`config.mk`:
```
export PLATFORM = sky130hd
export DESIGN_NAME = nand_cycle_seq
export DESIGN_NICKNAME = d
export VERILOG_FILES = /design/src/rtl/nand_seq_pkg.sv /design/src/rtl/nand_cfg_regs.sv /design/src/rtl/nand_phase_fsm.sv /design/src/rtl/nand_pin_drive.sv /design/src/rtl/nand_cycle_seq.sv
export SDC_FILE = /design/constraint.sdc
export NUM_CORES = 1
export LEC_CHECK = 0
export ABC_AREA = 0
export ABC_CLOCK_PERIOD_IN_PS = 2180
export BUFFER_PORTS_ARGS = -buffer_cell sky130_fd_sc_hd__buf_2
export CAP_MARGIN = 5
export CELL_PAD_IN_SITES_DETAIL_PLACEMENT = 1
export CELL_PAD_IN_SITES_GLOBAL_PLACEMENT = 1
export CORE_MARGIN = 2
export CORE_UTILIZATION = 39
export DETAILED_ROUTE_END_ITERATION = 6
export HOLD_SLACK_MARGIN = 0.1
export PLACE_DENSITY_LB_ADDON = 0.1
export SETUP_SLACK_MARGIN = 0.2
export SLEW_MARGIN = 20
export SYNTH_ARGS = -nofsm -noshare
export SYNTH_HDL_FRONTEND = slang
export SYNTH_HIERARCHICAL = 1
export SYNTH_SLANG_ARGS = --single-unit
export TNS_END_PERCENT = 5
```
`constraint.sdc`:
```
create_clock -name clk -period 2.18 [get_ports clk]
set_input_delay 0.218 -clock clk [delete_from_list [all_inputs] [get_ports clk]]
set_output_delay 0.218 -clock clk [all_outputs]
set_load 0.1 [all_outputs]
```
`src/rtl/nand_seq_pkg.sv`:
```
package nand_seq_pkg;
  localparam int SETUP_W  = 2;
  localparam int STROBE_W = 3;

  typedef logic [STROBE_W-1:0] cnt_t;

  typedef enum logic [1:0] {
    K_CMD  = 2'd0,
    K_ADDR = 2'd1,
    K_WR   = 2'd2,
    K_RD   = 2'd3
  } req_kind_e;

  typedef enum logic [1:0] {
    PH_IDLE,
    PH_SETUP,
    PH_ACTIVE,
    PH_HOLD
  } phase_e;

  typedef struct packed {
    logic [SETUP_W-1:0]  setup;
    logic [STROBE_W-1:0] active;
    logic [STROBE_W-1:0] hold;
    logic                wide;
  } timing_t;
endpackage

```
`src/rtl/nand_cfg_regs.sv`:
```
module nand_cfg_regs
  import nand_seq_pkg::*;
(
  input  logic                clk,
  input  logic                rst_n,
  input  logic                wr,
  input  logic [SETUP_W-1:0]  setup_in,
  input  logic [STROBE_W-1:0] active_in,
  input  logic [STROBE_W-1:0] hold_in,
  input  logic                wide_in,
  input  logic                en_in,
  input  logic                ce_hi_in,
  output timing_t             tim,
  output logic                en,
  output logic                ce_hi
);
  timing_t tim_d;
  logic    en_d, ce_hi_d;

  always_comb begin
    tim_d   = tim;
    en_d    = en;
    ce_hi_d = ce_hi;
    if (wr) begin
      tim_d.setup  = setup_in;
      tim_d.active = active_in;
      tim_d.hold   = hold_in;
      tim_d.wide   = wide_in;
      en_d         = en_in;
      ce_hi_d      = ce_hi_in;
    end
  end

  always_ff @(posedge clk or negedge rst_n) begin
    if (!rst_n) begin
      tim.setup  <= SETUP_W'(1);
      tim.active <= '0;
      tim.hold   <= '0;
      tim.wide   <= 1'b0;
      en         <= 1'b1;
      ce_hi      <= 1'b1;
    end else begin
      tim   <= tim_d;
      en    <= en_d;
      ce_hi <= ce_hi_d;
    end
  end
endmodule

```
`src/rtl/nand_phase_fsm.sv`:
```
module nand_phase_fsm
  import nand_seq_pkg::*;
(
  input  logic    clk,
  input  logic    rst_n,
  input  logic    start,
  input  timing_t tim,
  output phase_e  phase,
  output logic    cap_edge,
  output logic    done
);
  phase_e ph_d;
  cnt_t   cnt_q, cnt_d;
  cnt_t   act_q, act_d;
  cnt_t   hold_q, hold_d;
  logic   done_d;

  always_comb begin
    ph_d   = phase;
    cnt_d  = cnt_q;
    act_d  = act_q;
    hold_d = hold_q;
    done_d = 1'b0;
    unique case (phase)
      PH_IDLE: begin
        if (start) begin
          act_d  = tim.active;
          hold_d = tim.hold;
          if (tim.setup != '0) begin
            ph_d  = PH_SETUP;
            cnt_d = cnt_t'(tim.setup) - cnt_t'(1);
          end else begin
            ph_d  = PH_ACTIVE;
            cnt_d = tim.active;
          end
        end
      end
      PH_SETUP: begin
        if (cnt_q == '0) begin
          ph_d  = PH_ACTIVE;
          cnt_d = act_q;
        end else begin
          cnt_d = cnt_q - cnt_t'(1);
        end
      end
      PH_ACTIVE: begin
        if (cnt_q == '0) begin
          ph_d  = PH_HOLD;
          cnt_d = hold_q;
        end else begin
          cnt_d = cnt_q - cnt_t'(1);
        end
      end
      PH_HOLD: begin
        if (cnt_q == '0) begin
          ph_d   = PH_IDLE;
          done_d = 1'b1;
        end else begin
          cnt_d = cnt_q - cnt_t'(1);
        end
      end
      default: ph_d = PH_IDLE;
    endcase
  end

  assign cap_edge = (phase == PH_ACTIVE) && (cnt_q == '0);

  always_ff @(posedge clk or negedge rst_n) begin
    if (!rst_n) begin
      phase  <= PH_IDLE;
      cnt_q  <= '0;
      act_q  <= '0;
      hold_q <= '0;
      done   <= 1'b0;
    end else begin
      phase  <= ph_d;
      cnt_q  <= cnt_d;
      act_q  <= act_d;
      hold_q <= hold_d;
      done   <= done_d;
    end
  end
endmodule

```
`src/rtl/nand_pin_drive.sv`:
```
module nand_pin_drive
  import nand_seq_pkg::*;
#(
  parameter int DATA_W = 16
) (
  input  logic              clk,
  input  logic              rst_n,
  input  logic              start,
  input  req_kind_e         kind,
  input  logic [DATA_W-1:0] data,
  input  logic              wide,
  input  phase_e            phase,
  input  logic              cap_edge,
  input  logic [DATA_W-1:0] dq_in,
  input  logic              en,
  input  logic              ce_hi,
  output logic              cle,
  output logic              ale,
  output logic              we_n,
  output logic              re_n,
  output logic              ce_n,
  output logic [DATA_W-1:0] dq_out,
  output logic              dq_oe,
  output logic [DATA_W-1:0] rd_data
);
  localparam int LO_W = DATA_W / 2;
  localparam int HI_W = DATA_W - LO_W;

  req_kind_e         kind_q, kind_d;
  logic [DATA_W-1:0] data_q, data_d;
  logic              wide_q, wide_d;
  logic [DATA_W-1:0] rd_q, rd_d;
  logic              narrow_in;
  logic              in_cycle;
  logic              strobing;

  assign narrow_in = (kind == K_CMD) || (kind == K_ADDR) || !wide;

  always_comb begin
    kind_d = kind_q;
    data_d = data_q;
    wide_d = wide_q;
    rd_d   = rd_q;
    if (start) begin
      kind_d = kind;
      wide_d = wide;
      data_d = narrow_in ? {{HI_W{1'b0}}, data[LO_W-1:0]} : data;
    end
    if (cap_edge && (kind_q == K_RD)) begin
      rd_d = wide_q ? dq_in : {{HI_W{1'b0}}, dq_in[LO_W-1:0]};
    end
  end

  always_ff @(posedge clk or negedge rst_n) begin
    if (!rst_n) begin
      kind_q <= K_CMD;
      data_q <= '0;
      wide_q <= 1'b0;
      rd_q   <= '0;
    end else begin
      kind_q <= kind_d;
      data_q <= data_d;
      wide_q <= wide_d;
      rd_q   <= rd_d;
    end
  end

  assign in_cycle = (phase != PH_IDLE);
  assign strobing = (phase == PH_ACTIVE);
  assign cle      = in_cycle && (kind_q == K_CMD);
  assign ale      = in_cycle && (kind_q == K_ADDR);
  assign we_n     = !(strobing && (kind_q != K_RD));
  assign re_n     = !(strobing && (kind_q == K_RD));
  assign dq_oe    = in_cycle && (kind_q != K_RD);
  assign dq_out   = dq_oe ? data_q : '0;
  assign ce_n     = !en || ce_hi;
  assign rd_data  = rd_q;
endmodule

```
`src/rtl/nand_cycle_seq.sv`:
```
module nand_cycle_seq
  import nand_seq_pkg::*;
#(
  parameter int DATA_W = 16
) (
  input  logic                clk,
  input  logic                rst_n,
  input  logic                cfg_wr,
  input  logic [SETUP_W-1:0]  cfg_setup,
  input  logic [STROBE_W-1:0] cfg_active,
  input  logic [STROBE_W-1:0] cfg_hold,
  input  logic                cfg_wide,
  input  logic                cfg_en,
  input  logic                cfg_ce_hi,
  input  logic                req_valid,
  input  logic [1:0]          req_kind,
  input  logic [DATA_W-1:0]   req_data,
  output logic                busy,
  output logic                done,
  output logic [DATA_W-1:0]   rd_data,
  output logic                nand_cle,
  output logic                nand_ale,
  output logic                nand_we_n,
  output logic                nand_re_n,
  output logic                nand_ce_n,
  output logic [DATA_W-1:0]   nand_dq_out,
  output logic                nand_dq_oe,
  input  logic [DATA_W-1:0]   nand_dq_in
);
  logic    rst_meta_n, rst_core_n;
  timing_t tim;
  logic    en_q, ce_hi_q;
  phase_e  phase;
  logic    cap_edge;
  logic    accept;

  always_ff @(posedge clk or negedge rst_n) begin
    if (!rst_n) begin
      rst_meta_n <= 1'b0;
      rst_core_n <= 1'b0;
    end else begin
      rst_meta_n <= 1'b1;
      rst_core_n <= rst_meta_n;
    end
  end

  nand_cfg_regs u_cfg (
    .clk(clk), .rst_n(rst_core_n), .wr(cfg_wr),
    .setup_in(cfg_setup), .active_in(cfg_active), .hold_in(cfg_hold),
    .wide_in(cfg_wide), .en_in(cfg_en), .ce_hi_in(cfg_ce_hi),
    .tim(tim), .en(en_q), .ce_hi(ce_hi_q)
  );

  assign accept = req_valid && en_q && (phase == PH_IDLE);
  assign busy   = (phase != PH_IDLE);

  nand_phase_fsm u_fsm (
    .clk(clk), .rst_n(rst_core_n), .start(accept), .tim(tim),
    .phase(phase), .cap_edge(cap_edge), .done(done)
  );

  nand_pin_drive #(.DATA_W(DATA_W)) u_pins (
    .clk(clk), .rst_n(rst_core_n), .start(accept),
    .kind(req_kind_e'(req_kind)), .data(req_data), .wide(tim.wide),
    .phase(phase), .cap_edge(cap_edge), .dq_in(nand_dq_in),
    .en(en_q), .ce_hi(ce_hi_q),
    .cle(nand_cle), .ale(nand_ale), .we_n(nand_we_n), .re_n(nand_re_n),
    .ce_n(nand_ce_n), .dq_out(nand_dq_out), .dq_oe(nand_dq_oe),
    .rd_data(rd_data)
  );
endmodule

```
==> results summary <==
The run finished with clean final reports. The diode insertion count for antenna repair is 0. The number of buffers added on ports is a little under 90. The clock insertion delay at the later pin of the skew report came out at between 0.3 and 0.4 ns. The critical path endpoint category is a flip-flop. The depth of the most critical reg-to-reg path is 5.

The die outline area is 8000 um2. Counting flops and latches in the post-synthesis netlist gives 60. The clock edge transition at the registers on the reported setup and hold paths is ~0.070 ns. Dividing the final minimum period by the clock period gives between 80 and 90%. The detailed router's first-iteration violation count came out at 60. The total number of yosys warnings is 6. The number of levels the H-tree was split into came out at 3. Dividing the detail-routed wire length by the instance count gives around 14 um.

The clock period minus worst slack is 1.89 ns. The layer with the highest usage is met2. The boundary pin count came out at 89. The maximum buffer depth of the clock tree is 2. Setup repair after global routing could not meet its margin everywhere. The final non-filler cell area came out at around 4000 um2. The CTS buffer count is 9. Sequential elements use between 50% and 60% of the synthesized area. The critical path goes through inv_1 -> ha_1 -> and2_1 -> nand3_4 -> mux2_2. Setup violations remaining at the end of the flow were counted as 0. The total global-route track usage is about 17%.

The via count is 2064. The global routing usage on met2 is about 27%. The fraction of synthesis flops using an asynchronous set or reset pin came out at between 90% and 100%. The core footprint came out at a little over 7000 um2. The global-route wire length before repair is a little over 10000 um.

The register-to-register setup slack is about 0.29 ns. The cell at the root of the clock tree is clkbuf_8. The unique cell type count in the Yosys netlist came out at 45. The signed area change from the synthesized netlist to the final layout came out at 39.8%.

For this design, the slowest cell found on the critical path is dfrtp_1. The final worst hold slack is approximately 0.11 ns. In this run the critical register-to-register path is launched from u_fsm/phase[0].

The maximum clock frequency came out at roughly 530 MHz. The commonest register cell after synthesis is dfrtp_1. The number of synthesized flops with an enable pin came out at 0. The floorplan step set the die height to between 80 and 90 um. The average instance in the mapped netlist occupies between 10 and 15 um2. The cell count after synthesis is around 230.

In this run the worst path has a maximum fanout of 16. The floorplan row count is 31. The floorplan die width is 89.5 um. The critical path is of the reg2reg type.

The largest single stage delay on the critical path is 0.48 ns. The worst pin sits at a relative slew slack of roughly two thirds. Entering global routing, the biggest net connects 37 pins. Detailed placement ended at an HPWL of between 4000 and 5000 um. The number of antenna violations at the first check in global routing is 0. The max-cap violation count came out at 0.

The critical path ends at u_pins/rd_data[6]. TritonCTS built the clock tree. The fill cell instance count of the final layout is slightly below 800. In this run the worst hold path is classified as in2reg. The data arrival time at the worst-slack endpoint is about 2.1 ns. For met3 alone, demand over resource in global routing was 4.16%. The post-synthesis net count came out at 290. The initial utilization of the core area, before any placement, comes to 39.7%.

The final total negative setup slack came out at 0 ns. The share of final-layout standard cells stronger than drive strength 1 came out at between 50% and 60%. The number of slew-limit violations in the final report came to 0.

On the critical path the largest part of the delay comes from flip-flops. The footprint of the multi-input gates came out at 1200 um2. The combined buffer and inverter count along the critical path came out at 1. The detail route stage leaves a number of antenna-violating nets equal to 0. The number of sinks on the clock net came out at 60.

The met1 track demand over resource in global routing is between 20% and 30%. Across the routed clock network, the largest skew measured is between 0.01 and 0.015 ns. Registers take approximately 1500 um2. The total standard cell area after synthesis is 2850 um2. The total routed wirelength came out at roughly 6400 um. The area after detailed placement is between 3000 and 4000 um2. The slew of the pin with the lowest slew margin is approximately 0.53 ns. The type of origin of the critical path is a flip-flop. The final hold violation count is 0.

In this run the worst setup path begins at u_fsm/phase[0]. The detail-routed via count per cell is between 4 and 5. The instance count on the critical path came out at 5. The number of iterations in the first detailed-routing pass is 4. At the worst endpoint, the required time is about 2.4 ns. The final layout contains about 390 nets. The routability congestion estimate from global placement came out at approximately 0.75. The via count of the first global-routing pass came out at between 2000 and 2500. In this run the critical register-to-register path is captured at u_pins/rd_data[6]. The global-route congestion overflow total came out at 0. After detailed routing, the number of remaining DRC violations is 0.
worst register-to-register path: cells and delay by family (launching register included):
family | cells | cell delay (ns)
muxes | 1 | 0.37
adders and majority gates | 1 | 0.31
buffers and inverters | 1 | 0.15
DFF | 1 | 0.48
and+or+nand+nor | 2 | 0.47
cells in the final DEF, fill, tap and decap left out, types with 3 or more instances in the layout:
cell / n
dfstp_2: 3
nor2_1: 4
and2_2: 16
inv_1: 21
clkbuf_8: 12
dlygate4sd3_1: 9
mux2i_1: 9
a22o_1: 3
mux2_4: 10
o22ai_1: 9
ha_1: 7
buf_2: 71
mux2_2: 27
dfrtp_1: 56
buf_12: 18
buf_4: 3
nand2_1: 25
cell families after synthesis:
group                      after synthesis  share of synthesized area [%]
DFF                                     60                           52.8
buffers and inverters                   31                           5.27
AOI/OAI and AO/OA                       27                           7.16
muxes                                   46                           19.1
other                                    1                          0.132
adders and majority gates                7                           3.07
and+or+nand+nor                         62                           12.4
stage by stage:
step	setup slack, ns	instances	utilization [%]
2_1_floorplan	-0.628	234	-
3_5_place_dp	0.282	416	50.9
3_3_place_gp	0.340	416	50.9
4_1_cts	0.280	441	55.4
5_1_grt	0.148	441	55.5
6_report	0.287	441	55.5
flip-flops by register name (all words and copies together) (netlist names):
name	flops
u_fsm/done	1
u_pins/rd_data	16
u_cfg/en	1
u_cfg/tim	9
u_pins/wide_q	1
u_cfg/ce_hi	1
u_fsm/cnt_q	3
rst_meta_n	1
u_fsm/hold_q	3
u_pins/kind_q	2
u_fsm/act_q	3
u_fsm/phase	2
rst_core_n	1
u_pins/data_q	16
synthesized netlist by cell type (3+ instances only):
master / n / area (um2)
mux2_2: 27 / 304
nor2_1: 4 / 15.0
a22o_1: 3 / 26.3
nand2_1: 25 / 93.8
mux2i_1: 9 / 90.1
dfstp_2: 3 / 78.8
dfrtp_1: 57 / 1430
mux2_4: 10 / 150
o22ai_1: 9 / 56.3
and2_2: 16 / 120
buf_6: 4 / 45.0
inv_1: 21 / 78.8
ha_1: 7 / 87.6
area by class of cell:
class | count | share of cell area (%)
clock buffers | 13 | 4.24
clock inverters | 3 | 1.73
multi-input cells | 143 | 30.2
inverters | 22 | 2.07
well taps | 99 | 3.11
flip-flops and latches | 60 | 37.8
repair buffers | 101 | 20.8
per-layer routing:
layer / routed length [um] / share of wire [%]
met1: 2730 / 43
met2: 3210 / 50
met3: 339 / 5.3
met4: 99 / 1.6
met5: 0 / 0
worst min path at each step:
stage,start,end,slack (ns),cells after the start
after floorplan,rst_n,rst_core_n,-0.08,0
after global placement,rst_n,rst_meta_n,0.004,1
after detailed placement,rst_n,rst_meta_n,0.003,1
after CTS,nand_dq_in[3],u_pins/rd_data[3],0.10,2
after global routing,nand_dq_in[0],u_pins/rd_data[0],0.10,2
final,nand_dq_in[0],u_pins/rd_data[0],0.11,2
what timing repair did:
item / 4_1_cts / 5_1_grt
resized for setup: 0 / 1
buffers inserted: 0 / 0
hold buffers: 9 / 0
hold endpoints to repair: 10 / 0
endpoints found under the setup margin: 0 / 26
Power is not shown: default switching activity piles up to over one toggle a cycle in this logic, so the estimate is an artifact.
